$ cat config.mk
export PLATFORM = sky130hd
export DESIGN_NAME = rail_reset_ctrl
export DESIGN_NICKNAME = d
export VERILOG_FILES = /design/src/rtl/rrc_pkg.sv /design/src/rtl/rrc_delay_cfg.sv /design/src/rtl/rrc_rail_timer.sv /design/src/rtl/rail_reset_ctrl.sv
export SDC_FILE = /design/constraint.sdc
export NUM_CORES = 1
export LEC_CHECK = 0
export BUFFER_PORTS_ARGS = -buffer_cell sky130_fd_sc_hd__buf_2
export CAP_MARGIN = 0
export CORE_ASPECT_RATIO = 0.7
export CORE_MARGIN = 8
export CORE_UTILIZATION = 30
export DETAILED_ROUTE_END_ITERATION = 8
export MAX_ROUTING_LAYER = met4
export PLACE_DENSITY = 0.58
export RECOVER_POWER = 100
export SLEW_MARGIN = 40
export SYNTH_ARGS = -nofsm -noshare
export SYNTH_HDL_FRONTEND = slang
export SYNTH_SLANG_ARGS = --single-unit
$ cat constraint.sdc
create_clock -name clk -period 2.6 [get_ports clk]
set_clock_uncertainty 0.15 [all_clocks]
set_input_delay 0.39 -clock clk [delete_from_list [all_inputs] [get_ports clk]]
set_output_delay 0.39 -clock clk [all_outputs]
set_load 0.02 [all_outputs]
$ cat src/rtl/rrc_pkg.sv
package rrc_pkg;

    typedef logic [1:0] dly_code_t;

    localparam dly_code_t DLY_CODE_DEFAULT = 2'b00;

endpackage

$ cat src/rtl/rrc_delay_cfg.sv
module rrc_delay_cfg
    import rrc_pkg::*;
#(
    parameter int DLY_UNIT = 8,
    parameter int CNT_W    = 7
) (
    input  logic             clk,
    input  logic             rst_n,
    input  logic             cold_start,
    input  logic             cfg_we,
    input  dly_code_t        cfg_sel,
    output dly_code_t        code,
    output logic [CNT_W-1:0] target
);

    typedef struct packed {
        dly_code_t code;
    } cfg_state_t;

    cfg_state_t cfg_d, cfg_q;

    always_comb begin
        cfg_d = cfg_q;
        if (cold_start) begin
            cfg_d.code = DLY_CODE_DEFAULT;
        end else if (cfg_we) begin
            cfg_d.code = cfg_sel;
        end
    end

    always_ff @(posedge clk or negedge rst_n) begin
        if (!rst_n) begin
            cfg_q.code <= DLY_CODE_DEFAULT;
        end else begin
            cfg_q <= cfg_d;
        end
    end

    assign code   = cfg_q.code;
    // code 0 is the longest delay, each step halves it
    assign target = CNT_W'(DLY_UNIT) << (2'd3 - cfg_q.code);

endmodule

$ cat src/rtl/rrc_rail_timer.sv
module rrc_rail_timer #(
    parameter int CNT_W = 7
) (
    input  logic             clk,
    input  logic             rst_n,
    input  logic             tick,
    input  logic             fault,
    input  logic [CNT_W-1:0] target,
    output logic             released
);

    typedef struct packed {
        logic [CNT_W-1:0] cnt;
        logic             rel;
    } timer_state_t;

    timer_state_t tmr_d, tmr_q;

    always_comb begin
        tmr_d = tmr_q;
        if (fault) begin
            tmr_d.cnt = '0;
            tmr_d.rel = 1'b0;
        end else if (!tmr_q.rel && tick) begin
            if ((tmr_q.cnt + CNT_W'(1)) >= target) begin
                tmr_d.cnt = '0;
                tmr_d.rel = 1'b1;
            end else begin
                tmr_d.cnt = tmr_q.cnt + CNT_W'(1);
            end
        end
    end

    always_ff @(posedge clk or negedge rst_n) begin
        if (!rst_n) begin
            tmr_q.cnt <= '0;
            tmr_q.rel <= 1'b0;
        end else begin
            tmr_q <= tmr_d;
        end
    end

    assign released = tmr_q.rel;

endmodule

$ cat src/rtl/rail_reset_ctrl.sv
module rail_reset_ctrl
    import rrc_pkg::*;
#(
    parameter int NUM_RAILS = 3,
    parameter int DLY_UNIT  = 8
) (
    input  logic                 clk,
    input  logic                 rst_n,
    input  logic                 tick,
    input  logic [NUM_RAILS-1:0] rail_good,
    input  logic                 wd_fail,
    input  logic                 cold_start,
    input  logic                 cfg_we,
    input  logic [1:0]           cfg_sel,
    output logic [NUM_RAILS-1:0] rst_n_o,
    output logic                 por1_active,
    output logic [1:0]           cur_sel
);

    localparam int MAX_TICKS = 8 * DLY_UNIT;
    localparam int CNT_W     = $clog2(MAX_TICKS + 1);

    dly_code_t              code;
    logic [CNT_W-1:0]       target;
    logic [NUM_RAILS-1:0]   fault;
    logic [NUM_RAILS-1:0]   released;

    rrc_delay_cfg #(
        .DLY_UNIT (DLY_UNIT),
        .CNT_W    (CNT_W)
    ) u_cfg (
        .clk        (clk),
        .rst_n      (rst_n),
        .cold_start (cold_start),
        .cfg_we     (cfg_we),
        .cfg_sel    (cfg_sel),
        .code       (code),
        .target     (target)
    );

    for (genvar i = 0; i < NUM_RAILS; i++) begin : g_rail
        if (i == 0) begin : g_wd
            assign fault[i] = ~rail_good[i] | wd_fail;
        end else begin : g_plain
            assign fault[i] = ~rail_good[i];
        end

        rrc_rail_timer #(
            .CNT_W (CNT_W)
        ) u_timer (
            .clk      (clk),
            .rst_n    (rst_n),
            .tick     (tick),
            .fault    (fault[i]),
            .target   (target),
            .released (released[i])
        );
    end

    assign rst_n_o     = released;
    assign por1_active = ~released[0];
    assign cur_sel     = code;

endmodule

==> results of run 1 <==
[synthesized netlist by cell type (all sizes together)]
library cell	number
a211o	2
a211oi	1
a21boi	1
a21oi	5
a22o	6
and2	1
and3	2
buf	3
clkbuf	2
dfrtp	26
ha	15
inv	10
mux2	2
mux2i	2
nand2	22
nand2b	9
nand3	9
nor2	9
nor2b	5
nor3	2
nor4	1
nor4b	1
o2111ai	2
o211ai	2
o21ai	15
o21bai	1
or2	1
or3b	1
xnor2	7
xor2	5
[placed cells by master, fill, tap and decap left out, types with 2 or more instances in the layout]
| cell | n |
|---|---|
| mux2i_1 | 2 |
| a211o_1 | 2 |
| nand3_1 | 9 |
| and3_1 | 2 |
| clkbuf_8 | 3 |
| o21ai_2 | 6 |
| nand2b_1 | 8 |
| nor3_1 | 2 |
| nor2b_1 | 5 |
| clkbuf_1 | 9 |
| inv_1 | 10 |
| buf_2 | 9 |
| nand2_1 | 22 |
| o2111ai_1 | 2 |
| xnor2_1 | 7 |
| o21ai_0 | 9 |
| a22o_1 | 6 |
| ha_1 | 15 |
| buf_4 | 4 |
| nor2_1 | 9 |
| mux2_2 | 2 |
| a21oi_1 | 5 |
| dfrtp_1 | 26 |
| o211ai_1 | 2 |
| xor2_1 | 5 |
[registers in the layout, indices dropped and copies added, names as in the netlist]
| register | count |
|---|---|
| u_cfg.code | 2 |
| g_rail.u_timer.released | 3 |
| g_rail.u_timer.tmr_q | 21 |
[worst max-delay path by stage]
stage,startpoint,to,slack [ns],cells past startpoint
floorplan,g_rail[0].u_timer.tmr_q[1]$_DFFE_PN0P_,g_rail[0].u_timer.tmr_q[1]$_DFFE_PN0P_,0.21,9
global placement,g_rail[0].u_timer.tmr_q[2]$_DFFE_PN0P_,g_rail[0].u_timer.tmr_q[6]$_DFFE_PN0P_,0.17,9
detailed placement,g_rail[0].u_timer.tmr_q[2]$_DFFE_PN0P_,g_rail[0].u_timer.tmr_q[5]$_DFFE_PN0P_,0.13,9
CTS,g_rail[0].u_timer.tmr_q[2]$_DFFE_PN0P_,g_rail[0].u_timer.tmr_q[5]$_DFFE_PN0P_,0.1,9
global route,g_rail[0].u_timer.tmr_q[1]$_DFFE_PN0P_,g_rail[0].u_timer.tmr_q[2]$_DFFE_PN0P_,0.006,9
finish,g_rail[0].u_timer.tmr_q[1]$_DFFE_PN0P_,g_rail[0].u_timer.tmr_q[5]$_DFFE_PN0P_,0.14,9
[metrics by stage]
step                      utilization  power (mW)  area, sq um  worst slack (ns)  instances
final                           0.358       0.902         1870             0.142        265
after detailed placement        0.344       0.572         1800             0.135        258
after CTS                       0.359       0.926         1880            0.0996        263
after global routing            0.358       0.950         1870           0.00633        265
after floorplan                     -       0.524         1620             0.212        170
after global placement          0.344       0.571         1800             0.168        258
[worst max-delay path: cells and delay by family, from the launching register on]
family	cells	cell delay [ns]
buffers and inverters	1	0.07
DFF	1	0.40
adders and majority gates	2	0.55
and+or+nand+nor	3	0.57
AOI/OAI and AO/OA	2	0.43
xor gates and xnor gates	1	0.22
[layer usage]
layer | part of all wire | up-vias | wire (microns)
li1 | - | 639 | -
met4 | 0.0034 | 0 | 11
met2 | 0.38 | 18 | 1210
met5 | 0 | - | 0
met1 | 0.54 | 550 | 1740
met3 | 0.075 | 3 | 240
[report_power, final]
| group | internal (mW) | total, mW | leakage [nW] | switching, mW |
|---|---|---|---|---|
| clock | 0.206 | 0.343 | 0.0357 | 0.137 |
| sequential | 0.421 | 0.439 | 0.355 | 0.0175 |
| combinational | 0.0495 | 0.121 | 0.488 | 0.0711 |
[repair_timing]
item | in CTS | in global routing
endpoints found under the setup margin | 0 | 6
resized for setup | 0 | 1
hold buffers | 1 | 0
endpoints found under the hold margin | 26 | 0
buffers inserted | 0 | 1
[area by class of cell]
| class | instances | area (sq um) | area share |
|---|---|---|---|
| multi-input cells | 129 | 901 | 0.481 |
| flip-flops and latches | 26 | 651 | 0.348 |
| repair buffers | 23 | 119 | 0.0635 |
| well taps | 72 | 90.1 | 0.0481 |
| clock buffers | 3 | 41.3 | 0.0221 |
| inverters | 10 | 37.5 | 0.0201 |
| clock inverters | 1 | 30.0 | 0.0160 |
| diodes | 1 | 2.50 | 0.00134 |
[cells by family after synthesis]
kind of cell	after synthesis	share of synthesized area
compound gates	35	0.153
mux	4	0.0263
simple gates	63	0.196
fa+ha+maj	15	0.116
buf+inv	15	0.0417
xor+xnor	12	0.0649
flops	26	0.402
==> metrics, run 1 <==
vias per cell 4.57; Static Leak 0.879 nW; I/O pin total 17; TNS Setup 0 ns; WHS 0.126 ns; area delta synth->final 15.6%; port bufs 16; slowest stage cell, crit path or3b_4; Area contributors post-synth dfrtp_1 (40%), ha_1 (12%), nand2_1 (5.1%), xnor2_1 (3.8%), a22o_1 (3.2%); met1 Use GR 0.113; Setup crit end kind register; synthesized instance count 170; Hold Path Class input pin to register; Unique masters post-synth 32; path type of the worst setup path register to register; total CTS buffers 3; Core Region 0.00523 sq mm; measured slew at the worst slew-check pin 1.45 ns; Final Max Tran Viols 0; routed length per instance 12.1 microns; Slew headroom 0.0306; R2R Setup Slk 0.14 ns; cell row count 22; layout cells sized above 1 0.146; Hold Crit Depth 2; Yosys reg bits 26; Remaining Overflow, GRT 0; Die ar. 0.00804 sq mm; WL final 3.20 mm; WP data required 2.67 ns; largest net degree at the start of global routing 27; Sink Count 26; CTS Root Cell clkbuf_8; fillers 557; crit-path cells ha_1, nand2_1, nor2_1, xnor2_1, inv_1, ha_1, a211o_1, or3b_4, o21ai_2; CTS clock-pin slew for the worst setup and hold paths 0.10 ns; hold endpoint u_cfg.code[1]$_DFFE_PN0P_; leading area contributor after synthesis dfrtp_1; worst r2r src g_rail[0].u_timer.tmr_q[1]$_DFFE_PN0P_; fin crit share 0.945; die width 104 microns; Placer Congestion 0.763; YS warnings 0; reg2reg end g_rail[0].u_timer.tmr_q[5]$_DFFE_PN0P_; CP arrival 2.52 ns; grt met3 use 0.0380; Max IR drop VDD 201 uV; Final min period 2.46 ns; Post-Syn Area 0.00162 sq mm; fmax 0.407 GHz; hpwl dp 2.51 mm; Die Ht 77.5 microns; initial core utilization 0.310; CP max stage delay 0.45 ns; violation count after the first detailed-route iteration 54; Avg Cell Area, Syn 9.52 sq um; final hold violation count 0; Most Crowded Layer GR met1; clk_lat worst skew 0.28 ns; CTS tree done; met2 Use GR 0.112; max_cap viols 0; NumNets Final 219; sequential area share after synthesis 0.402; gr usage total 0.0838; Post-Synthesis Net Count 196; drt first pass iters 4; startpoint types register; PD cells 482 mW/mm^2; buffer levels on the longest clock path 2; vias in the first global route 1134; setup violators final 0; Antenna Nets Post-Route 0; Crit path top cell by count ha_1; H-tree levels 1; initial antenna violation count 1; drt drc 0; share of the synthesized area in the top cell type 0.402; RSZ-0062 raised after global routing false; status completed; reg2reg path depth 9; Max Fanout on Critical Path 6; first-pass GRT wire length 5.43 mm; HP Start cold_start; Via Count 1210
Note: power is estimated with default switching activity, not from simulation.
==> run 2: changes to the inputs <==
--- a/config.mk
+++ b/config.mk
@@ -8,7 +8,6 @@
 export BUFFER_PORTS_ARGS = -buffer_cell sky130_fd_sc_hd__buf_2
 export CAP_MARGIN = 0
 export CORE_ASPECT_RATIO = 0.7
-export CORE_MARGIN = 8
 export CORE_UTILIZATION = 30
 export DETAILED_ROUTE_END_ITERATION = 8
 export MAX_ROUTING_LAYER = met4
==> metrics, run 2 (synthesis gave the netlist of run 1 again) <==
status completed; vias in the first global route 1120; first-pass GRT wire length 5.51 mm; routed length per instance 11.8 microns; drt drc 0; met2 Use GR 0.158; I/O pin total 17; Most Crowded Layer GR met1; Sink Count 26; WP data required 2.66 ns; CTS clock-pin slew for the worst setup and hold paths 0.09 ns; Remaining Overflow, GRT 0; layout cells sized above 1 0.137; Die ar. 0.00570 sq mm; Top reg by flops g_rail.u_timer.tmr_q; Hold Path Class input pin to register; Slew headroom 0.0176; NumNets Final 217; setup violators final 0; CTS Root Cell clkbuf_8; antenna fix cells 0; met1 Use GR 0.195; Core Region 0.00499 sq mm; H-tree levels 1; RSZ-0062 raised after global routing false; Antenna Nets Post-Route 0; Via Count 1158; Final Max Tran Viols 0; initial core utilization 0.324; vias per cell 4.47; max_cap viols 0; PD cells 486 mW/mm^2; violation count after the first detailed-route iteration 53; Die Ht 63.5 microns; commonest cells after routing, fill and taps aside dfrtp_1 (26), nand2_1 (22), ha_1 (14); CP arrival 2.49 ns; max reg flops 21; initial antenna violation count 0; die width 89.8 microns; fin crit share 0.937; Power, Total 0.903 mW; startpoint types register; fmax 0.410 GHz; WHS 0.120 ns; TNS Setup 0 ns; fin util 0.372; Placer Congestion 0.816; largest net degree at the start of global routing 27; cell row count 21; final hold violation count 0; clk_lat worst skew 0.28 ns; grt met3 use 0.0302; gr usage total 0.127; total CTS buffers 3; Setup crit end kind register; area delta synth->final 14.8%; Final min period 2.44 ns; port bufs 16; Max IR drop VDD 213 uV; drt first pass iters 4; path type of the worst setup path register to register; Max Fanout on Critical Path 6; commonest non-fill, non-tap cell in the layout dfrtp_1; buffer levels on the longest clock path 2; Static Leak 0.864 nW; hpwl dp 2.30 mm; Setup Buffers After CTS 0; WL final 3.05 mm; measured slew at the worst slew-check pin 1.47 ns; CTS tree done
[run 2: cell count changes in the layout (fill, tap and decap cells not counted)]
cell / delta
ha_4: +1
ha_1: -1
o21ai_1: +1
diode_2: -1
o21ai_2: -1
buf_4: -2
[run 2: layout make-up]
class                      instances  area, sq um
fill                             516         3130
multi-input combinational        129          910
sequential                        26          651
timing repair buffer              21          104
tap                               69         86.3
clock buffer                       3         41.3
inverter                          10         37.5
clock inverter                     1         30.0
[run 2: metal layers]
layer	up-vias	wire length, microns	share of wire
met4	0	38	0.012
met3	4	120	0.039
met1	500	1830	0.60
met2	22	1060	0.35
li1	632	-	-
met5	-	0	0
[run 2: final timing paths]
path	to	depth (start not counted)	start	slack (ns)
setup / recovery	g_rail[0].u_timer.tmr_q[1]$_DFFE_PN0P_	9	g_rail[0].u_timer.tmr_q[2]$_DFFE_PN0P_	0.16
hold / removal	u_cfg.code[0]$_DFFE_PN0P_	2	cold_start	0.12
setup reg to reg	g_rail[0].u_timer.tmr_q[1]$_DFFE_PN0P_	9	g_rail[0].u_timer.tmr_q[2]$_DFFE_PN0P_	0.16
hold reg to reg	g_rail[0].u_timer.tmr_q[7]$_DFFE_PN0P_	2	g_rail[0].u_timer.tmr_q[7]$_DFFE_PN0P_	0.36
max in group asynchronous	u_cfg.code[0]$_DFFE_PN0P_	2	rst_n	0.60
min in group asynchronous	g_rail[2].u_timer.tmr_q[2]$_DFFE_PN0P_	2	rst_n	0.83
[run 2: report_power, final]
part,internal [mW],total [mW],switching [mW]
logic,0.0482,0.118,0.0696
registers,0.421,0.440,0.0190
clock network,0.206,0.345,0.139
total,0.676,0.903,0.228
[run 2: critical path: stages, from the launching register on]
cell and delay, ns:
dfrtp_1 0.45, ha_4 0.20, nand2_1 0.06, nor2_1 0.04, xnor2_1 0.23, inv_1 0.07
ha_1 0.30, a211o_1 0.30, or3b_4 0.44, o21ai_1 0.13
[run 2: what timing repair did]
action | in CTS | in global routing
endpoints found under the setup margin | 0 | 6
hold endpoints to repair | 18 | 0
hold buffers | 1 | 0
gates resized for setup | 0 | 2
[run 2: stage by stage]
stage | instance area [sq um] | std cells | setup WS (ns)
6_report | 1860 | 259 | 0.163
5_1_grt | 1860 | 259 | 0.00370
4_1_cts | 1870 | 259 | 0.0578
3_5_place_dp | 1790 | 254 | 0.0735
3_3_place_gp | 1790 | 254 | 0.119
2_1_floorplan | 1620 | 170 | 0.212
